===== src/rtl/sar_seq_pkg.sv =====
`timescale 1ns/1ps
package sar_seq_pkg;
  typedef enum logic [2:0] {
    ST_IDLE,
    ST_SYNC,
    ST_RCWAIT,
    ST_CONV,
    ST_RECOV
  } seq_state_t;

  localparam logic [1:0] PH_LAST = 2'd3;
endpackage


===== src/rtl/sar_tad_gen.sv =====
`timescale 1ns/1ps
// Half-period tick source for the conversion clock.
module sar_tad_gen #(
  parameter int DIV_FAST = 2,
  parameter int DIV_MID  = 8,
  parameter int DIV_SLOW = 32,
  localparam int CW = (DIV_SLOW > 2) ? $clog2(DIV_SLOW) : 1
) (
  input  logic       clk,
  input  logic       rst,
  input  logic       run,
  input  logic       rc_mode,
  input  logic [1:0] div_sel,
  input  logic       rc_tick,
  output logic       half_tick
);
  logic [CW-1:0] half_len;
  logic [CW-1:0] cnt;
  logic          cnt_wrap;

  always_comb begin
    case (div_sel)
      2'd0:    half_len = CW'(DIV_FAST / 2);
      2'd1:    half_len = CW'(DIV_MID / 2);
      default: half_len = CW'(DIV_SLOW / 2);
    endcase
  end

  assign cnt_wrap = (cnt == half_len - CW'(1));

  always_ff @(posedge clk) begin
    if (rst || !run || rc_mode) begin
      cnt <= '0;
    end else if (cnt_wrap) begin
      cnt <= '0;
    end else begin
      cnt <= cnt + CW'(1);
    end
  end

  assign half_tick = run && (rc_mode ? rc_tick : cnt_wrap);
endmodule


===== src/rtl/sar_bit_engine.sv =====
`timescale 1ns/1ps
// Successive-approximation register: trial bit walk from MSB to LSB.
module sar_bit_engine #(
  parameter int W = 8,
  localparam int IW = (W > 1) ? $clog2(W) : 1
) (
  input  logic         clk,
  input  logic         rst,
  input  logic         load,
  input  logic         decide,
  input  logic         cmp_ge,
  output logic [W-1:0] code,
  output logic [W-1:0] settled,
  output logic         last
);
  logic [IW-1:0] idx;
  logic [W-1:0]  nxt;

  always_comb begin
    settled = code;
    if (!cmp_ge) settled[idx] = 1'b0;
    nxt = settled;
    if (idx != '0) nxt[idx - IW'(1)] = 1'b1;
  end

  assign last = (idx == '0);

  always_ff @(posedge clk) begin
    if (rst) begin
      code <= '0;
      idx  <= '0;
    end else if (load) begin
      code <= {1'b1, {(W-1){1'b0}}};
      idx  <= IW'(W - 1);
    end else if (decide) begin
      code <= nxt;
      if (idx != '0) idx <= idx - IW'(1);
    end
  end
endmodule


===== src/rtl/sar_conv_seq.sv =====
`timescale 1ns/1ps
module sar_conv_seq
  import sar_seq_pkg::*;
#(
  parameter int W          = 8,
  parameter int DIV_FAST   = 2,
  parameter int DIV_MID    = 8,
  parameter int DIV_SLOW   = 32,
  parameter int INSTR_CLKS = 4,
  parameter int REC_HALVES = 3
) (
  input  logic         clk,
  input  logic         rst,
  input  logic [1:0]   phase,
  input  logic         clk_sel,
  input  logic [1:0]   div_sel,
  input  logic         rc_tick,
  input  logic         go_set,
  input  logic         go_clr,
  input  logic         int_clr,
  input  logic         cmp_ge,
  output logic         go,
  output logic         adc_clk_run,
  output logic         sampling,
  output logic [W-1:0] dac_code,
  output logic [W-1:0] result,
  output logic         int_flag
);
  localparam int WCW = (INSTR_CLKS > 2) ? $clog2(INSTR_CLKS) : 1;
  localparam int RCW = $clog2(REC_HALVES + 1);

  seq_state_t     state;
  logic           rc_q;
  logic           hphase;
  logic [WCW-1:0] wcnt;
  logic [RCW-1:0] rcnt;
  logic           half_tick;
  logic           abort;
  logic           enter_conv;
  logic           decide;
  logic           last;
  logic [W-1:0]   settled;

  always_comb begin
    abort = go_clr && (state == ST_SYNC || state == ST_RCWAIT || state == ST_CONV);
    enter_conv = !abort &&
      ((state == ST_SYNC && phase == PH_LAST && !rc_q) ||
       (state == ST_RCWAIT && wcnt == WCW'(INSTR_CLKS - 1)));
    decide = !abort && state == ST_CONV && half_tick && hphase;
  end

  sar_tad_gen #(
    .DIV_FAST(DIV_FAST), .DIV_MID(DIV_MID), .DIV_SLOW(DIV_SLOW)
  ) tad_i (
    .clk      (clk),
    .rst      (rst),
    .run      (state == ST_CONV || state == ST_RECOV),
    .rc_mode  (rc_q),
    .div_sel  (div_sel),
    .rc_tick  (rc_tick),
    .half_tick(half_tick)
  );

  sar_bit_engine #(.W(W)) bits_i (
    .clk    (clk),
    .rst    (rst),
    .load   (enter_conv),
    .decide (decide),
    .cmp_ge (cmp_ge),
    .code   (dac_code),
    .settled(settled),
    .last   (last)
  );

  always_ff @(posedge clk) begin
    if (rst) begin
      state       <= ST_IDLE;
      go          <= 1'b0;
      int_flag    <= 1'b0;
      result      <= '0;
      sampling    <= 1'b1;
      adc_clk_run <= 1'b0;
      rc_q        <= 1'b0;
      hphase      <= 1'b0;
      wcnt        <= '0;
      rcnt        <= '0;
    end else begin
      if (int_clr) int_flag <= 1'b0;
      if (abort) begin
        go          <= 1'b0;
        sampling    <= 1'b1;
        adc_clk_run <= 1'b0;
        state       <= ST_IDLE;
      end else begin
        case (state)
          ST_IDLE: if (go_set) begin
            go       <= 1'b1;
            sampling <= 1'b0;
            rc_q     <= clk_sel;
            state    <= ST_SYNC;
          end
          ST_SYNC: if (phase == PH_LAST) begin
            wcnt   <= '0;
            hphase <= 1'b0;
            if (rc_q) begin
              state <= ST_RCWAIT;
            end else begin
              state       <= ST_CONV;
              adc_clk_run <= 1'b1;
            end
          end
          ST_RCWAIT: begin
            if (enter_conv) begin
              state       <= ST_CONV;
              adc_clk_run <= 1'b1;
            end else begin
              wcnt <= wcnt + WCW'(1);
            end
          end
          ST_CONV: if (half_tick) begin
            hphase <= !hphase;
            if (hphase && last) begin
              result      <= settled;
              int_flag    <= 1'b1;
              go          <= 1'b0;
              adc_clk_run <= 1'b0;
              rcnt        <= '0;
              state       <= ST_RECOV;
            end
          end
          ST_RECOV: if (half_tick) begin
            if (rcnt == RCW'(REC_HALVES - 1)) begin
              sampling <= 1'b1;
              state    <= ST_IDLE;
            end else begin
              rcnt <= rcnt + RCW'(1);
            end
          end
          default: state <= ST_IDLE;
        endcase
      end
    end
  end
endmodule


===== config.mk =====
export PLATFORM = sky130hd
export DESIGN_NAME = sar_conv_seq
export DESIGN_NICKNAME = d
export VERILOG_FILES = /design/src/rtl/sar_seq_pkg.sv /design/src/rtl/sar_tad_gen.sv /design/src/rtl/sar_bit_engine.sv /design/src/rtl/sar_conv_seq.sv
export SDC_FILE = /design/constraint.sdc
export NUM_CORES = 1
export LEC_CHECK = 0
export BUFFER_PORTS_ARGS = -buffer_cell sky130_fd_sc_hd__buf_2
export CAP_MARGIN = 15
export CORE_MARGIN = 2
export CORE_UTILIZATION = 35
export DETAILED_ROUTE_END_ITERATION = 8
export PLACE_DENSITY_LB_ADDON = 0.1
export SYNTH_ARGS = -nofsm -noshare
export SYNTH_HDL_FRONTEND = slang
export SYNTH_SLANG_ARGS = --single-unit

===== constraint.sdc =====
create_clock -name clk -period 2.1 [get_ports clk]
set_input_delay 0.105 -clock clk [delete_from_list [all_inputs] [get_ports clk]]
set_output_delay 0.105 -clock clk [all_outputs]
set_load 0.1 [all_outputs]

==> summary.md <==
| Metric | Value |
|---|---|
| Critical path fanouts, max | `8` |
| Max_cap viols | `0` |
| WP data arrival | `2.19 ns` |
| Die W | `between 70 and 80 µm` |
| Ports | `32` |
| Synth warnings | `0` |
| DR WL/cell | `about 14 µm` |
| Reg2Reg Depth | `6` |
| Setup crit end kind | `flop` |
| Syn_area_per_cell | `just over 8 µm²` |
| Cell Rows | `27` |
| CORE AREA | `5470 µm²` |
| Clock Skew | `about 0.012 ns` |
| Crit path cell chain | `or3_4 > a21oi_4 > o211ai_4 > and2_4 > o32a_1 > mux2_4` |
| FF-to-FF End | `rcnt[1]` |
| Synth Area in Simple Gates | `~22%` |
| Reg2Reg Setup Slack | `0.1 ns` |
| Proportion of synthesized area in mux cells | `under 10%` |
| Worst skew pair latency | `around 0.3 ns` |
| Post-synth EDFFs | `0` |
| Maximum VDD drop | `0.433 mV` |
| Detailed Routing Iterations Pass 1 | `4` |
| Hold path start | `clk_sel` |
| Fmax | `roughly 500 MHz` |
| CTS tree | `built` |
| Hold slack | `between 0.05 and 0.06 ns` |
| Total GRT Usage | `about 17%` |
| Area share of fa/ha/maj cells after synthesis | `approximately 3.2%` |
| WP data required | `2.29 ns` |
| Post-cts sizing count | `0` |
| Synth Area in Compound Gates | `27.7%` |
| Max-slew violations | `0` |
| Area of the multi-input gates | `between 1000 and 1500 µm²` |
| Fin Setup TNS | `0 ns` |
| Ys async rst share | `0%` |
| Share of post-route cells with drive strength above 1 | `between 20% and 30%` |
| Root Driver | `clkbuf_8` |
| Initial cell density of the core | `around 36%` |
| Leak pwr | `just under 1 nW` |
| Cell Area, Synth | `roughly 2000 µm²` |
| Max stage delay on crit path | `between 0.3 and 0.4 ns` |
| Crit path launch type | `flop` |
| Worst hold path endpoint | `rc_q` |
| Top-count cell post-synth | `dfxtp_1` |
| Final setup fails | `0` |
| Worst Tran Pin Value | `around 0.5 ns` |
| Post-DP HPWL | `3.72 mm` |
| Synth top cells by count | `dfxtp_1 (37), nor2_1 (26), a21oi_1 (23), nand2_1 (23), o21ai_0 (16)` |
| Pin count of the biggest net entering global routing | `22` |
| Max transition margin | `between 60 and 70%` |
| Sequential area share after synthesis | `~38%` |
| Total grt overflow | `0` |
| Total wire length | `just over 5 mm` |
| Number of synthesized register bits | `37` |
| Synth Net Count | `256` |
| RSZ-0062 raised after global routing | `false` |
| Yosys cell types | `50` |
| Post-route clock period utilization | `95.3%` |
| Setup Buffers After CTS | `0` |
| Hold Path Depth | `3` |
| Post-Synth XOR/XNOR Area | `between 1 and 1.5%` |
| Nets | `300` |
| CP max stage cell | `or3_4` |
| Port Buffer Count | `31` |
| Initial antenna violation count | `0` |
| Synthesized instance count | `between 200 and 250` |
| First-pass GRT wire length | `about 8.3 mm` |
| Power per cell area | `961 nW/µm²` |
| 1st-iter DRT viols | `~120` |
| Dominant cells by area after synthesis | `dfxtp_1 (38%), a21oi_1 (5.9%), nor2_1 (5.0%)` |
| Maximum clock path buffer count | `2` |
| H-Tree Depth | `2` |
| Hold Vio Cnt, Final | `0` |
| Kind of critical path | `flop to flop` |
| Via Count | `1,913` |
| CTS buffer count | `5` |
| FF+latch area | `roughly 740 µm²` |
| CTS sink count | `37` |
| Via-to-Cell Ratio | `5.37` |
| Top cell type by total area after synthesis | `dfxtp_1` |
| Main combinational cell family by area after synthesis | `compound AO/OA/AOI/OAI gates` |
| Layout fillers | `around 600` |
| Final Util | `between 40% and 50%` |
| Die footprint | `between 6000 and 7000 µm²` |
| DRC viols | `0` |
| Clock-pin slew on the worst setup and hold paths | `0.08 ns` |
| Synth Flop Type | `dfxtp_1` |
| Cts hold-fix bufs | `0` |
| DRT antenna net count | `0` |
| Ant diodes | `0` |
| Die Ht | `between 70 and 80 µm` |
| Placer Congestion | `0.782` |
| Area share of the largest cell type after synthesis | `a little under two fifths` |
| Area grow syn2layout | `22.4%` |
| Path type of the worst min-delay path | `input pin to flop` |
| Vias in the first global route | `roughly 1.7k` |
| Status | `completed` |
| FF-to-FF Start | `tad_i.cnt[0]` |
| Clock period minus worst slack | `around 2.0 ns` |
==> critical path, delay by kind of cell, from the launching register on <==
kind / cells / cell delay (ns)
AOI/OAI and AO/OA: 3 / 0.67
DFF: 1 / 0.35
muxes: 1 / 0.30
and+or+nand+nor: 2 / 0.57
==> worst max-delay path by stage <==
stage                     end          from  depth (start not counted)
2_1_floorplan         rcnt[1]  tad_i.cnt[1]                          6
4_1_cts               rcnt[1]  tad_i.cnt[0]                          6
3_3_place_gp          rcnt[1]  tad_i.cnt[1]                          6
6_report              rcnt[1]  tad_i.cnt[0]                          6
3_5_place_dp          rcnt[1]  tad_i.cnt[1]                          6
5_1_grt        bits_i.code[5]  tad_i.cnt[0]                          7
==> power breakdown <==
part           total, mW  internal [mW]  switching, mW  leakage [nW]
Clock              0.663          0.386          0.277        0.0574
Sequential         0.806          0.760         0.0458         0.299
Combinational      0.838          0.267          0.572         0.629
Total               2.31           1.41          0.894         0.986
==> layout by cell type, fill, tap and decap left out, types with 3 or more instances in the layout <==
cell type / Yosys / routed
a211oi_1: 4 / 4
a21boi_0: 3 / 3
a21o_1: 6 / 6
a21oi_1: 23 / 23
a31oi_1: 4 / 4
buf_2: 1 / 31
buf_4: 1 / 15
clkbuf_8: 0 / 6
dfxtp_1: 37 / 37
ha_1: 5 / 5
inv_1: 10 / 10
mux2i_1: 7 / 7
nand2_1: 23 / 23
nand2b_1: 5 / 5
nand3_1: 9 / 9
nand4_1: 5 / 5
nor2_1: 26 / 26
nor2b_1: 4 / 4
nor3_1: 7 / 7
o21ai_0: 16 / 16
xnor2_1: 3 / 3
==> logic make-up (layout without fill, tap and decap cells) <==
logic type                 after synthesis  in the layout
AOI/OAI and AO/OA                       78             78
xor gates and xnor gates                 3              3
adders and majority gates                5              5
buffers and inverters                   19             64
DFF                                     37             37
muxes                                    8              8
and+or+nand+nor                         89             89
==> registers in the layout, summed over array words and instances (netlist names), 2 cells and up <==
name         flops
bits_i.idx       3
state            3
bits_i.code      8
rcnt             2
wcnt             2
tad_i.cnt        5
result           8
==> metrics by stage <==
step	power, mW	setup slack [ns]	area, µm²	instances
2_1_floorplan	1.44	0.187	1960	239
3_5_place_dp	1.66	0.107	2280	348
3_3_place_gp	1.66	0.132	2280	348
6_report	2.31	0.0994	2400	356
5_1_grt	2.45	0.0312	2400	356
4_1_cts	2.33	0.100	2400	356
==> final cells by class <==
class,count,area share (%)
multi-input cells,183,47.7
flip-flops and latches,37,30.8
repair buffers,46,11.1
well taps,72,3.75
clock buffers,6,3.44
clock inverters,2,1.56
inverters,10,1.56
==> per-layer routing <==
metal | global-route usage [%] | vias to the layer above | share of wire, %
li1 | - | 956 | -
met1 | 26.0 | 904 | 51
met2 | 23.8 | 46 | 42
met3 | 3.64 | 7 | 4.9
met4 | 6.72 | 0 | 1.6
met5 | 0 | - | 0
Power figures use the tool's default switching activity.
